File: src/rtl/dst_pkg.sv
// Package: shared types for the dependency slice.
// Assumes nothing beyond IEEE 1800-2017.
package dst_pkg;
    // Control state of the slice sequencer.
    typedef enum logic [1:0] {
        ST_IDLE  = 2'd0,
        ST_LOOK  = 2'd1,
        ST_DRAIN = 2'd2
    } dst_state_e;
endpackage

File: src/rtl/dst_lookup.sv
// Module: dst_lookup
// Compares a key against every way of one set.
// It returns the hit way and the lowest-numbered free way.
// Assumes WAY_W bits can encode WAYS-1 and that at most one way matches.
module dst_lookup #(
    parameter int ADDR_W = 16,
    parameter int WAYS   = 2,
    parameter int WAY_W  = 1
) (
    input  logic [WAYS-1:0]             way_vld,
    input  logic [WAYS-1:0][ADDR_W-1:0] way_addr,
    input  logic [ADDR_W-1:0]           key,
    output logic [WAYS-1:0]             match,
    output logic                        hit,
    output logic [WAY_W-1:0]            hit_way,
    output logic                        has_free,
    output logic [WAY_W-1:0]            free_way
);
    // One comparator per way.
    for (genvar g = 0; g < WAYS; g++) begin : g_cmp
        assign match[g] = way_vld[g] && (way_addr[g] == key);
    end

    // Encode the hit way and the lowest free way.
    always_comb begin
        hit      = |match;
        hit_way  = '0;
        has_free = 1'b0;
        free_way = '0;
        for (int w = WAYS - 1; w >= 0; w--) begin
            if (match[w]) hit_way = WAY_W'(w);
            if (!way_vld[w]) begin
                has_free = 1'b1;
                free_way = WAY_W'(w);
            end
        end
    end
endmodule

File: src/rtl/dst_dep_rule.sv
// Module: dst_dep_rule
// Decides whether a new argument joins a waiting list.
// It also decides whether the argument must be held back.
// Assumes the lookup result belongs to the set addressed by the argument.
module dst_dep_rule #(
    parameter int LEN_W     = 3,
    parameter int KOL_DEPTH = 4
) (
    input  logic             hit,
    input  logic             has_free,
    input  logic             is_out,
    input  logic             ent_wr,
    input  logic [LEN_W-1:0] ent_len,
    output logic             append,
    output logic             stall
);
    // A write, or any access behind a pending writer, must wait.
    // If the address is absent, a free way is needed instead.
    always_comb begin
        append = hit && (is_out || ent_wr);
        if (hit) stall = append && (ent_len == LEN_W'(KOL_DEPTH));
        else     stall = !has_free;
    end
endmodule

File: src/rtl/dst_slice.sv
// Module: dst_slice
// One task-graph slice with a set-associative address table.
// Each entry holds a pending-writer flag and a bounded waiting list.
// Inserts report ready or a per-slice dependence count.
// Releases stream the waiting IDs out and then free the entry.
// Assumes SETS and WAYS are powers of two (at least 2) and KOL_DEPTH >= 2.
// A producer keeps its valid and data stable until ready is seen.
// A new argument may be withdrawn before it is accepted.
module dst_slice
    import dst_pkg::*;
#(
    parameter int ADDR_W    = 16,
    parameter int TASK_W    = 6,
    parameter int SETS      = 4,
    parameter int WAYS      = 2,
    parameter int KOL_DEPTH = 4,
    parameter int DCNT_W    = 4
) (
    input  logic              clk,
    input  logic              rst_n,
    input  logic              new_valid,
    output logic              new_ready,
    input  logic [ADDR_W-1:0] new_addr,
    input  logic [TASK_W-1:0] new_task,
    input  logic              new_is_out,
    input  logic              new_single,
    input  logic              fin_valid,
    output logic              fin_ready,
    input  logic [ADDR_W-1:0] fin_addr,
    output logic              rdy_valid,
    output logic [TASK_W-1:0] rdy_task,
    output logic              cnt_valid,
    output logic [TASK_W-1:0] cnt_task,
    output logic [DCNT_W-1:0] cnt_val,
    output logic              wait_valid,
    output logic [TASK_W-1:0] wait_task
);
    localparam int SET_W     = $clog2(SETS);
    localparam int WAY_W     = $clog2(WAYS);
    localparam int ENT       = SETS * WAYS;
    localparam int ENT_W     = SET_W + WAY_W;
    localparam int LEN_W     = $clog2(KOL_DEPTH + 1);
    localparam int KOL_IDX_W = $clog2(KOL_DEPTH);

    // Table storage.
    logic              ent_vld [ENT];
    logic [ADDR_W-1:0] ent_addr[ENT];
    logic              ent_wr  [ENT];
    logic [LEN_W-1:0]  ent_len [ENT];
    logic [TASK_W-1:0] ent_kol [ENT][KOL_DEPTH];

    dst_state_e        state;
    logic              sel_fin;
    logic [ENT_W-1:0]  drain_ent;
    logic [LEN_W-1:0]  drain_idx;

    logic [ADDR_W-1:0]             key;
    logic [SET_W-1:0]              set_idx;
    logic [WAYS-1:0]               set_vld;
    logic [WAYS-1:0][ADDR_W-1:0]   set_addr;
    logic [WAYS-1:0]               match;
    logic                          hit, has_free, append, stall;
    logic [WAY_W-1:0]              hit_way, free_way;
    logic [ENT_W-1:0]              hit_ent, free_ent;

    // Pick the address to look up, then the set it indexes.
    assign key      = sel_fin ? fin_addr : new_addr;
    assign set_idx  = key[SET_W-1:0];
    assign hit_ent  = {set_idx, hit_way};
    assign free_ent = {set_idx, free_way};

    // Gather the ways of the addressed set.
    for (genvar g = 0; g < WAYS; g++) begin : g_set
        assign set_vld[g]  = ent_vld[{set_idx, WAY_W'(g)}];
        assign set_addr[g] = ent_addr[{set_idx, WAY_W'(g)}];
    end

    dst_lookup #(.ADDR_W(ADDR_W), .WAYS(WAYS), .WAY_W(WAY_W)) u_lookup (
        .way_vld  (set_vld),
        .way_addr (set_addr),
        .key      (key),
        .match    (match),
        .hit      (hit),
        .hit_way  (hit_way),
        .has_free (has_free),
        .free_way (free_way)
    );

    dst_dep_rule #(.LEN_W(LEN_W), .KOL_DEPTH(KOL_DEPTH)) u_rule (
        .hit      (hit),
        .has_free (has_free),
        .is_out   (new_is_out),
        .ent_wr   (ent_wr[hit_ent]),
        .ent_len  (ent_len[hit_ent]),
        .append   (append),
        .stall    (stall)
    );

    // Accept only in the lookup state, and an insert only when it can finish.
    assign new_ready = (state == ST_LOOK) && !sel_fin && new_valid && !stall;
    assign fin_ready = (state == ST_LOOK) && sel_fin && fin_valid;

    // Sequencer, table update and output pulses.
    always_ff @(posedge clk) begin
        if (!rst_n) begin
            state      <= ST_IDLE;
            sel_fin    <= 1'b0;
            drain_ent  <= '0;
            drain_idx  <= '0;
            rdy_valid  <= 1'b0;
            rdy_task   <= '0;
            cnt_valid  <= 1'b0;
            cnt_task   <= '0;
            cnt_val    <= '0;
            wait_valid <= 1'b0;
            wait_task  <= '0;
            for (int e = 0; e < ENT; e++) begin
                ent_vld[e]  <= 1'b0;
                ent_addr[e] <= '0;
                ent_wr[e]   <= 1'b0;
                ent_len[e]  <= '0;
                for (int k = 0; k < KOL_DEPTH; k++) ent_kol[e][k] <= '0;
            end
        end else begin
            rdy_valid  <= 1'b0;
            cnt_valid  <= 1'b0;
            wait_valid <= 1'b0;
            unique case (state)
                ST_IDLE: begin
                    if (fin_valid) begin
                        sel_fin <= 1'b1;
                        state   <= ST_LOOK;
                    end else if (new_valid) begin
                        sel_fin <= 1'b0;
                        state   <= ST_LOOK;
                    end
                end
                ST_LOOK: begin
                    state <= ST_IDLE;
                    if (sel_fin) begin
                        if (fin_valid && hit) begin
                            drain_ent <= hit_ent;
                            drain_idx <= '0;
                            state     <= ST_DRAIN;
                        end
                    end else if (new_ready) begin
                        if (!hit) begin
                            ent_vld[free_ent]  <= 1'b1;
                            ent_addr[free_ent] <= new_addr;
                            ent_wr[free_ent]   <= new_is_out;
                            ent_len[free_ent]  <= '0;
                            if (new_single) begin
                                rdy_valid <= 1'b1;
                                rdy_task  <= new_task;
                            end else begin
                                cnt_valid <= 1'b1;
                                cnt_task  <= new_task;
                                cnt_val   <= '0;
                            end
                        end else begin
                            if (append) begin
                                ent_kol[hit_ent][ent_len[hit_ent][KOL_IDX_W-1:0]] <= new_task;
                                ent_len[hit_ent] <= ent_len[hit_ent] + 1'b1;
                                ent_wr[hit_ent]  <= ent_wr[hit_ent] | new_is_out;
                            end
                            cnt_valid <= 1'b1;
                            cnt_task  <= new_task;
                            cnt_val   <= {{(DCNT_W-1){1'b0}}, append};
                        end
                    end
                end
                ST_DRAIN: begin
                    if (drain_idx < ent_len[drain_ent]) begin
                        wait_valid <= 1'b1;
                        wait_task  <= ent_kol[drain_ent][drain_idx[KOL_IDX_W-1:0]];
                        drain_idx  <= drain_idx + 1'b1;
                    end else begin
                        ent_vld[drain_ent] <= 1'b0;
                        ent_len[drain_ent] <= '0;
                        state              <= ST_IDLE;
                    end
                end
                default: state <= ST_IDLE;
            endcase
        end
    end

    // result pulses never overlap.
    a_r11_one_output: assert property (@(posedge clk) disable iff (!rst_n)
        $onehot0({rdy_valid, cnt_valid, wait_valid}));

    // a ready pulse follows an accepted single-argument insert.
    a_r2_rdy_source: assert property (@(posedge clk) disable iff (!rst_n)
        rdy_valid |-> $past(new_valid && new_ready && new_single));

    // a count pulse follows an accepted insert by one cycle.
    a_r12_cnt_source: assert property (@(posedge clk) disable iff (!rst_n)
        cnt_valid |-> $past(new_valid && new_ready));

    // waiter pulses never come straight from an insert.
    a_r6_wait_source: assert property (@(posedge clk) disable iff (!rst_n)
        wait_valid |-> !$past(new_ready));

    // a pending release is chosen over an insert.
    a_r10_fin_first: assert property (@(posedge clk) disable iff (!rst_n)
        (state == ST_IDLE && fin_valid) |=> (sel_fin && state == ST_LOOK));

    // a waiting list never grows past its depth.
    a_r9_len_bound: assert property (@(posedge clk) disable iff (!rst_n)
        (state == ST_LOOK && hit) |-> (ent_len[hit_ent] <= LEN_W'(KOL_DEPTH)));

    // an address is held in at most one way of its set.
    a_r8_unique_way: assert property (@(posedge clk) disable iff (!rst_n)
        (state == ST_LOOK) |-> ($countones(match) <= 1));
endmodule

File: config.mk
export PLATFORM = sky130hd
export DESIGN_NAME = dst_slice
export DESIGN_NICKNAME = d
export VERILOG_FILES = /design/src/rtl/dst_pkg.sv /design/src/rtl/dst_lookup.sv /design/src/rtl/dst_dep_rule.sv /design/src/rtl/dst_slice.sv
export SDC_FILE = /design/constraint.sdc
export NUM_CORES = 1
export LEC_CHECK = 0
export ABC_CLOCK_PERIOD_IN_PS = 5900
export BUFFER_PORTS_ARGS = -buffer_cell sky130_fd_sc_hd__buf_2
export CAP_MARGIN = 40
export CORE_MARGIN = 4
export CORE_UTILIZATION = 45
export DETAILED_ROUTE_END_ITERATION = 7
export HOLD_SLACK_MARGIN = 0.15
export PLACE_DENSITY_LB_ADDON = 0.05
export SLEW_MARGIN = 20
export SYNTH_ARGS = -nofsm -noshare
export SYNTH_HDL_FRONTEND = slang
export SYNTH_SLANG_ARGS = --single-unit
File: constraint.sdc
create_clock -name clk -period 5.9 [get_ports clk]
set_clock_uncertainty 0.05 [all_clocks]
set_input_delay 0 -clock clk [delete_from_list [all_inputs] [get_ports clk]]
set_output_delay 0 -clock clk [all_outputs]
set_load 0.05 [all_outputs]
Yosys cells after proc, flatten, opt, wreduce, memory -nomap -nowiden

Memory sizes are Yosys's and may differ from the RTL's. A register that Yosys moved wholly into a read port is not among the register bits.
Cells that the tools add are included.

Memories kept: 5
Input bits: 44
Bits in registers: 34
Bits in latches: 0
Output and inout bits: 27
ROM bits: 0
Bits in writable memories: 360

Shifts and indexed selects: 0
Add/subtract/negate cells: 2
Div/mod/pow operators: 0
Muxes and demuxes: 82
Bitwise operators: 8
Magnitude comparators: 4
Equal/unequal tests: 11
Multipliers: 0
Reductions and logical operators: 38

Memory list:

| memory   | depth | bits a word | read ports | clocked after Yosys merged registers in | wr ports | line            | source |
|---|---|---|---|---|---|---|---|
| ent_kol  | 8     | 24          | 1          | 1                                       | 8        | dst_slice.sv:50 | `logic [TASK_W-1:0] ent_kol [ENT][KOL_DEPTH];` |
| ent_addr | 8     | 16          | 2          | 0                                       | 8        | dst_slice.sv:47 | `logic [ADDR_W-1:0] ent_addr[ENT];` |
| ent_len  | 8     | 3           | 2          | 1                                       | 8        | dst_slice.sv:49 | `logic [LEN_W-1:0] ent_len [ENT];` |
| ent_vld  | 8     | 1           | 2          | 0                                       | 8        | dst_slice.sv:46 | `logic ent_vld [ENT];` |
| ent_wr   | 8     | 1           | 1          | 0                                       | 8        | dst_slice.sv:48 | `logic ent_wr [ENT];` |

Operators with widths:

| operator                                                      | number |
|---|---|
| 24-bit 2-to-1 mux                                             | 3 |
| 3-bit 2-to-1 mux                                              | 19 |
| 1-bit 2-to-1 mux                                              | 42 |
| 16-bit equality test                                          | 2 |
| 16-bit 2-to-1 mux                                             | 2 |
| 6-bit 2-to-1 mux                                              | 5 |
| 24-bit OR reduction                                           | 1 |
| 16-bit OR reduction                                           | 1 |
| 6-bit binary-select mux with 2-bit select                     | 1 |
| 6-bit demux with 2-bit select                                 | 1 |
| 1-bit logical AND                                             | 11 |
| 2-bit 2-to-1 mux                                              | 5 |
| 3-bit OR reduction                                            | 3 |
| 4-bit 2-to-1 mux                                              | 2 |
| 2-bit AND reduction                                           | 4 |
| 4-bit AND reduction                                           | 2 |
| 3-bit by 1-bit adder with 3-bit output, second input constant | 2 |
| 3-bit >= comparator, second input constant                    | 2 |
| 2-bit inequality test, second input constant                  | 3 |
| 2-bit inverter with 3-bit output                              | 2 |
| 2-bit one-hot mux with 3 select lines                         | 1 |
| 3-bit one-hot mux with 2 select lines                         | 1 |
| 6-bit OR reduction                                            | 1 |
| 1-bit inverter                                                | 5 |
| other kinds (17)                                              | 24 |

Logic depth before layout (Yosys ltp)

An unclocked memory read counts as a cell.

Word-level depth: 22
Gate-level depth with buffers: 24

By module

A second synthesis with hierarchy kept.

Cells, all modules: 1621
Area total of the unflattened synthesis: 19429.9 um^2

By module, submodules not included:

| module       | seq. area each (um^2) | cells each | instances | area an instance (um^2) |
|---|---|---|---|---|
| dst_slice    | 11330.9               | 1567       | 1         | 18989.5 |
| dst_lookup   | 0.0                   | 50         | 1         | 416.6 |
| dst_dep_rule | 0.0                   | 4          | 1         | 23.8 |

Worst setup path after synthesis

OpenSTA, ideal clock, no wires.

Path kind: register -> register
From: reg sel_fin
To: mem ent_kol[5][12] (netlist name), enable pin
Setup time: 0.377 ns
Arrival time: 4.944 ns
Path buffers: 6
Clock period less this slack: 5.371 ns
Slack: 0.529 ns
Stages on the path, launching flop included: 23
Cells stage by stage: dfxtp_1 buf_6 mux2_4 buf_6 buf_6 and3_1 a2111oi_2 xor2_1 nor4_2 and3_1 buf_4 nand2b_1 mux2_2 a211oi_2 inv_2 ha_1 nand2_1 nor4b_1 a41o_1 buf_2 nand2_1 clkbuf_1 o21ai_0

RTL lines:

| what                   | line             | source |
|---|---|---|
| start, declared        | dst_slice.sv:53  | `logic sel_fin;` |
| start signal, assigned | dst_slice.sv:107 | `sel_fin <= 1'b0;` |
| start signal, assigned | dst_slice.sv:131 | `sel_fin <= 1'b1;` |
| start signal, assigned | dst_slice.sv:134 | `sel_fin <= 1'b0;` |
| end, declared          | dst_slice.sv:50  |  |

==> results.json <==
{
  "grt_usage": 0.254,
  "grt_setup_unrepaired": "false",
  "tritoncts": "yes",
  "cts_max_path_buffers": 3,
  "leakagePower_nw": 7.98,
  "cp-startpoint": "sel_fin$_SDFFE_PN0P_",
  "peakVddDrop_v": 0.000211,
  "synthDistinctLibCells": 71,
  "post-place-ws_ps": 27.3,
  "dr.first_iter.drc_count": 1785,
  "finalCritPeriodShare": 0.961,
  "synth_area_um2": 18700,
  "synth_ff_type": "edfxtp_1",
  "clock_sinks": 394,
  "nets": 1675,
  "cp.required_ps": 6120,
  "portBuffers": 67,
  "num_vias": 13100,
  "timing.fmax_mhz": 176,
  "stdcell_area_um2": 21900,
  "routed_wl_um": 57500,
  "start_util": 0.457,
  "min-delay-start": "fin_valid",
  "finalSetupTns_ps": 0,
  "grt_pass1_vias": 12700,
  "grt_max_degree": 67,
  "dpl.hpwl_um": 39800,
  "syn_inst": 1479,
  "syn2layout_area_growth_pct": 17.0,
  "path_class": "reg2reg",
  "cts.clk_slew.worst_paths_ps": 60,
  "setup_violations": 0,
  "drive_gt1_frac": 0.213,
  "yosysWarnings": 0,
  "hold_class": "in2reg",
  "cp_cell_sequence": "buf_12, mux2_4, buf_4, nand3_1, nand4b_1, xnor2_1, nor4bb_1, and4_1, nand2b_1, mux2_2, a211oi_2, inv_2, ha_1, nand2_1, nor4b_2, a41o_1, nand2_2, buf_4, o21ai_1, buf_4",
  "startpoint_type": "flop",
  "avgSynthCellArea_um2": 12.6,
  "p_total_mw": 6.46,
  "postRouteAntennaNets": 0,
  "reg2reg_slack_ps": 230,
  "path_common_cell": "buf_4",
  "firstDrtPassIters": 6,
  "timing.slew.headroom": 0.522,
  "coreArea_um2": 40900,
  "critical_path_arrival_ps": 5890,
  "maxCapViolCount": 0,
  "synthTopCellsByArea": "edfxtp_1 (55%), mux4_2 (8.3%), dfxtp_1 (5.4%)",
  "r2r_start": "sel_fin$_SDFFE_PN0P_",
  "drc": 0,
  "die_h_um": 212,
  "cpPeakStageDelay_ps": 450,
  "clock_latency_ps": 570,
  "powerDensity_nw_per_um2": 295,
  "period_needed_ps": 5670,
  "dieArea_um2": 44900,
  "cts_root_buffer": "clkbuf_16",
  "htree_levels": 2,
  "crit_path_top_delay_cell": "dfxtp_2",
  "num_rows": 74,
  "fin_ws_ps": 232,
  "critPathCaptureType": "flop",
  "path_buf_inv": 5,
  "slew_violations": 0,
  "critPathTopFamily": "simple AND/OR/NAND/NOR gates",
  "crit_fanout": 27,
  "drt-wirelength-per-cell_um": 26.3,
  "cts_made_buffers": 44,
  "synth-seq-area-share": 0.606,
  "overflow": 0,
  "synth.largest_area_cell": "edfxtp_1",
  "synth-edff-count": 344,
  "via_per_inst": 5.97,
  "worstMarginPinSlew_ps": 710,
  "outcome": "complete, no violations",
  "io_pins": 71,
  "synthArstFlopShare": 0,
  "gp_congestion": 0.871,
  "whs_ps": 293,
  "grt_pass1_wl_um": 84500,
  "synth_top_area_share": 0.552,
  "dpl_cell_area_um2": 20100,
  "yosys_register_bits": 394,
  "die_w_um": 212,
  "antenna_found_initial": 3,
  "finalHoldViolCount": 0
}
-- tightest hold or removal path: stages --
cell and delay, ps:
dlygate4sd3_1 540, buf_2 130, a22oi_1 100, nor2_1 100
-- cells by family (layout without fill, tap and decap cells) --
family	Yosys count	count (layout)	synth area share
muxes	159	160	0.133
adders and majority gates	7	7	0.00468
xor gates and xnor gates	37	37	0.0173
DFF	394	394	0.606
other	1	13	0.000201
buffers and inverters	122	284	0.0302
and+or+nand+nor	623	623	0.162
AOI/OAI and AO/OA	136	136	0.0464
-- sequential cells by signal, indices dropped and copies added, names as in the netlist, 2 cells and up, named ones only --
name / flops
ent_addr: 128
state: 2
drain_idx: 3
ent_wr: 8
ent_vld: 8
cnt_task: 6
ent_kol: 192
wait_task: 6
drain_ent: 3
ent_len: 24
rdy_task: 6
-- layout by cell type, fill, tap and decap left out, types with 8 or more instances in the layout --
cell type / synthesis / routed
nor2_1: 255 / 253
buf_8: 0 / 8
and3_1: 110 / 109
buf_2: 16 / 67
a21oi_1: 18 / 18
mux4_2: 69 / 69
dfxtp_1: 50 / 47
nand2b_1: 12 / 12
xor2_1: 16 / 16
nand3_1: 49 / 49
nand2_1: 96 / 92
and2_1: 28 / 28
mux2i_1: 80 / 79
o21ai_1: 0 / 8
dlygate4sd3_1: 0 / 26
nor3_1: 11 / 11
clkbuf_16: 0 / 45
nand4_1: 15 / 15
edfxtp_1: 344 / 344
o21ai_0: 56 / 46
a211oi_1: 10 / 10
nor4_1: 12 / 10
clkbuf_1: 78 / 9
buf_4: 7 / 99
xnor2_1: 21 / 21
conb_1: 1 / 11
-- per-stage QoR --
step	util	std cells
5_1_grt	0.534	2184
2_1_floorplan	-	1489
3_3_place_gp	0.488	2067
3_5_place_dp	0.491	2076
4_1_cts	0.531	2176
6_report	0.535	2186
-- cell usage after synthesis (all sizes together), types with 2 or more instances --
master	number
xnor2	21
o221ai	2
nand3b	5
and2	28
mux2i	82
mux2	8
buf	38
nand2	96
a221o	2
ha	7
nor3	12
nor4bb	2
o22ai	8
and3	110
xor2	16
nor4	15
mux4	69
a22oi	6
nand3	50
o21a	4
o211ai	6
a31oi	2
nor2	257
clkbuf	78
a211oi	11
nor3b	3
dfxtp	50
nand4	15
or2	3
nor2b	5
nand2b	12
o21ai	56
a21boi	2
inv	6
o31ai	5
nor4b	2
a21oi	18
edfxtp	344
and4	2
nand4b	2
a21o	5
-- per-layer routing --
| metal | vias to the layer above | part of all wire | global-route usage |
|---|---|---|---|
| li1 | 5793 | - | - |
| met1 | 6575 | 0.45 | 0.398 |
| met2 | 604 | 0.43 | 0.366 |
| met3 | 87 | 0.098 | 0.0542 |
| met4 | 0 | 0.021 | 0.0551 |
| met5 | - | 0 | 0 |
-- worst paths after layout --
path,end,depth (start not counted)
worst max-delay path,ent_kol[4][11]$_SDFFCE_PN0P_,20
worst min-delay path,sel_fin$_SDFFE_PN0P_,4
worst max register to register,ent_kol[4][11]$_SDFFCE_PN0P_,20
worst min register to register,ent_wr[4]$_DFF_P_,2
-- power by group --
| part | leakage, nW | internal (mW) | switching (mW) |
|---|---|---|---|
| Clock | 0.680 | 1.60 | 1.10 |
| Combinational | 3.42 | 0.209 | 0.392 |
| Sequential | 3.87 | 3.12 | 0.0353 |
-- area by class of cell --
cell class	count	area [um^2]
Timing Repair Buffer	204	1530
Multi-Input combinational cell	974	6930
Sequential cell	394	11300
Fill cell	3507	19000
Clock buffer	57	1200
Tap cell	532	666
Inverter	6	22.5
Antenna cell	2	5.00
Clock inverter	17	181
-- repair_timing --
| item | CTS | global route |
|---|---|---|
| hold endpoints to repair | 422 | 0 |
| gates resized for setup | 1 | 21 |
| gates cloned | 0 | 1 |
| setup endpoints to repair | 9 | 334 |
| buffers inserted | 0 | 6 |
| hold buffers | 26 | 0 |
Note: power is estimated with default switching activity, not from simulation.
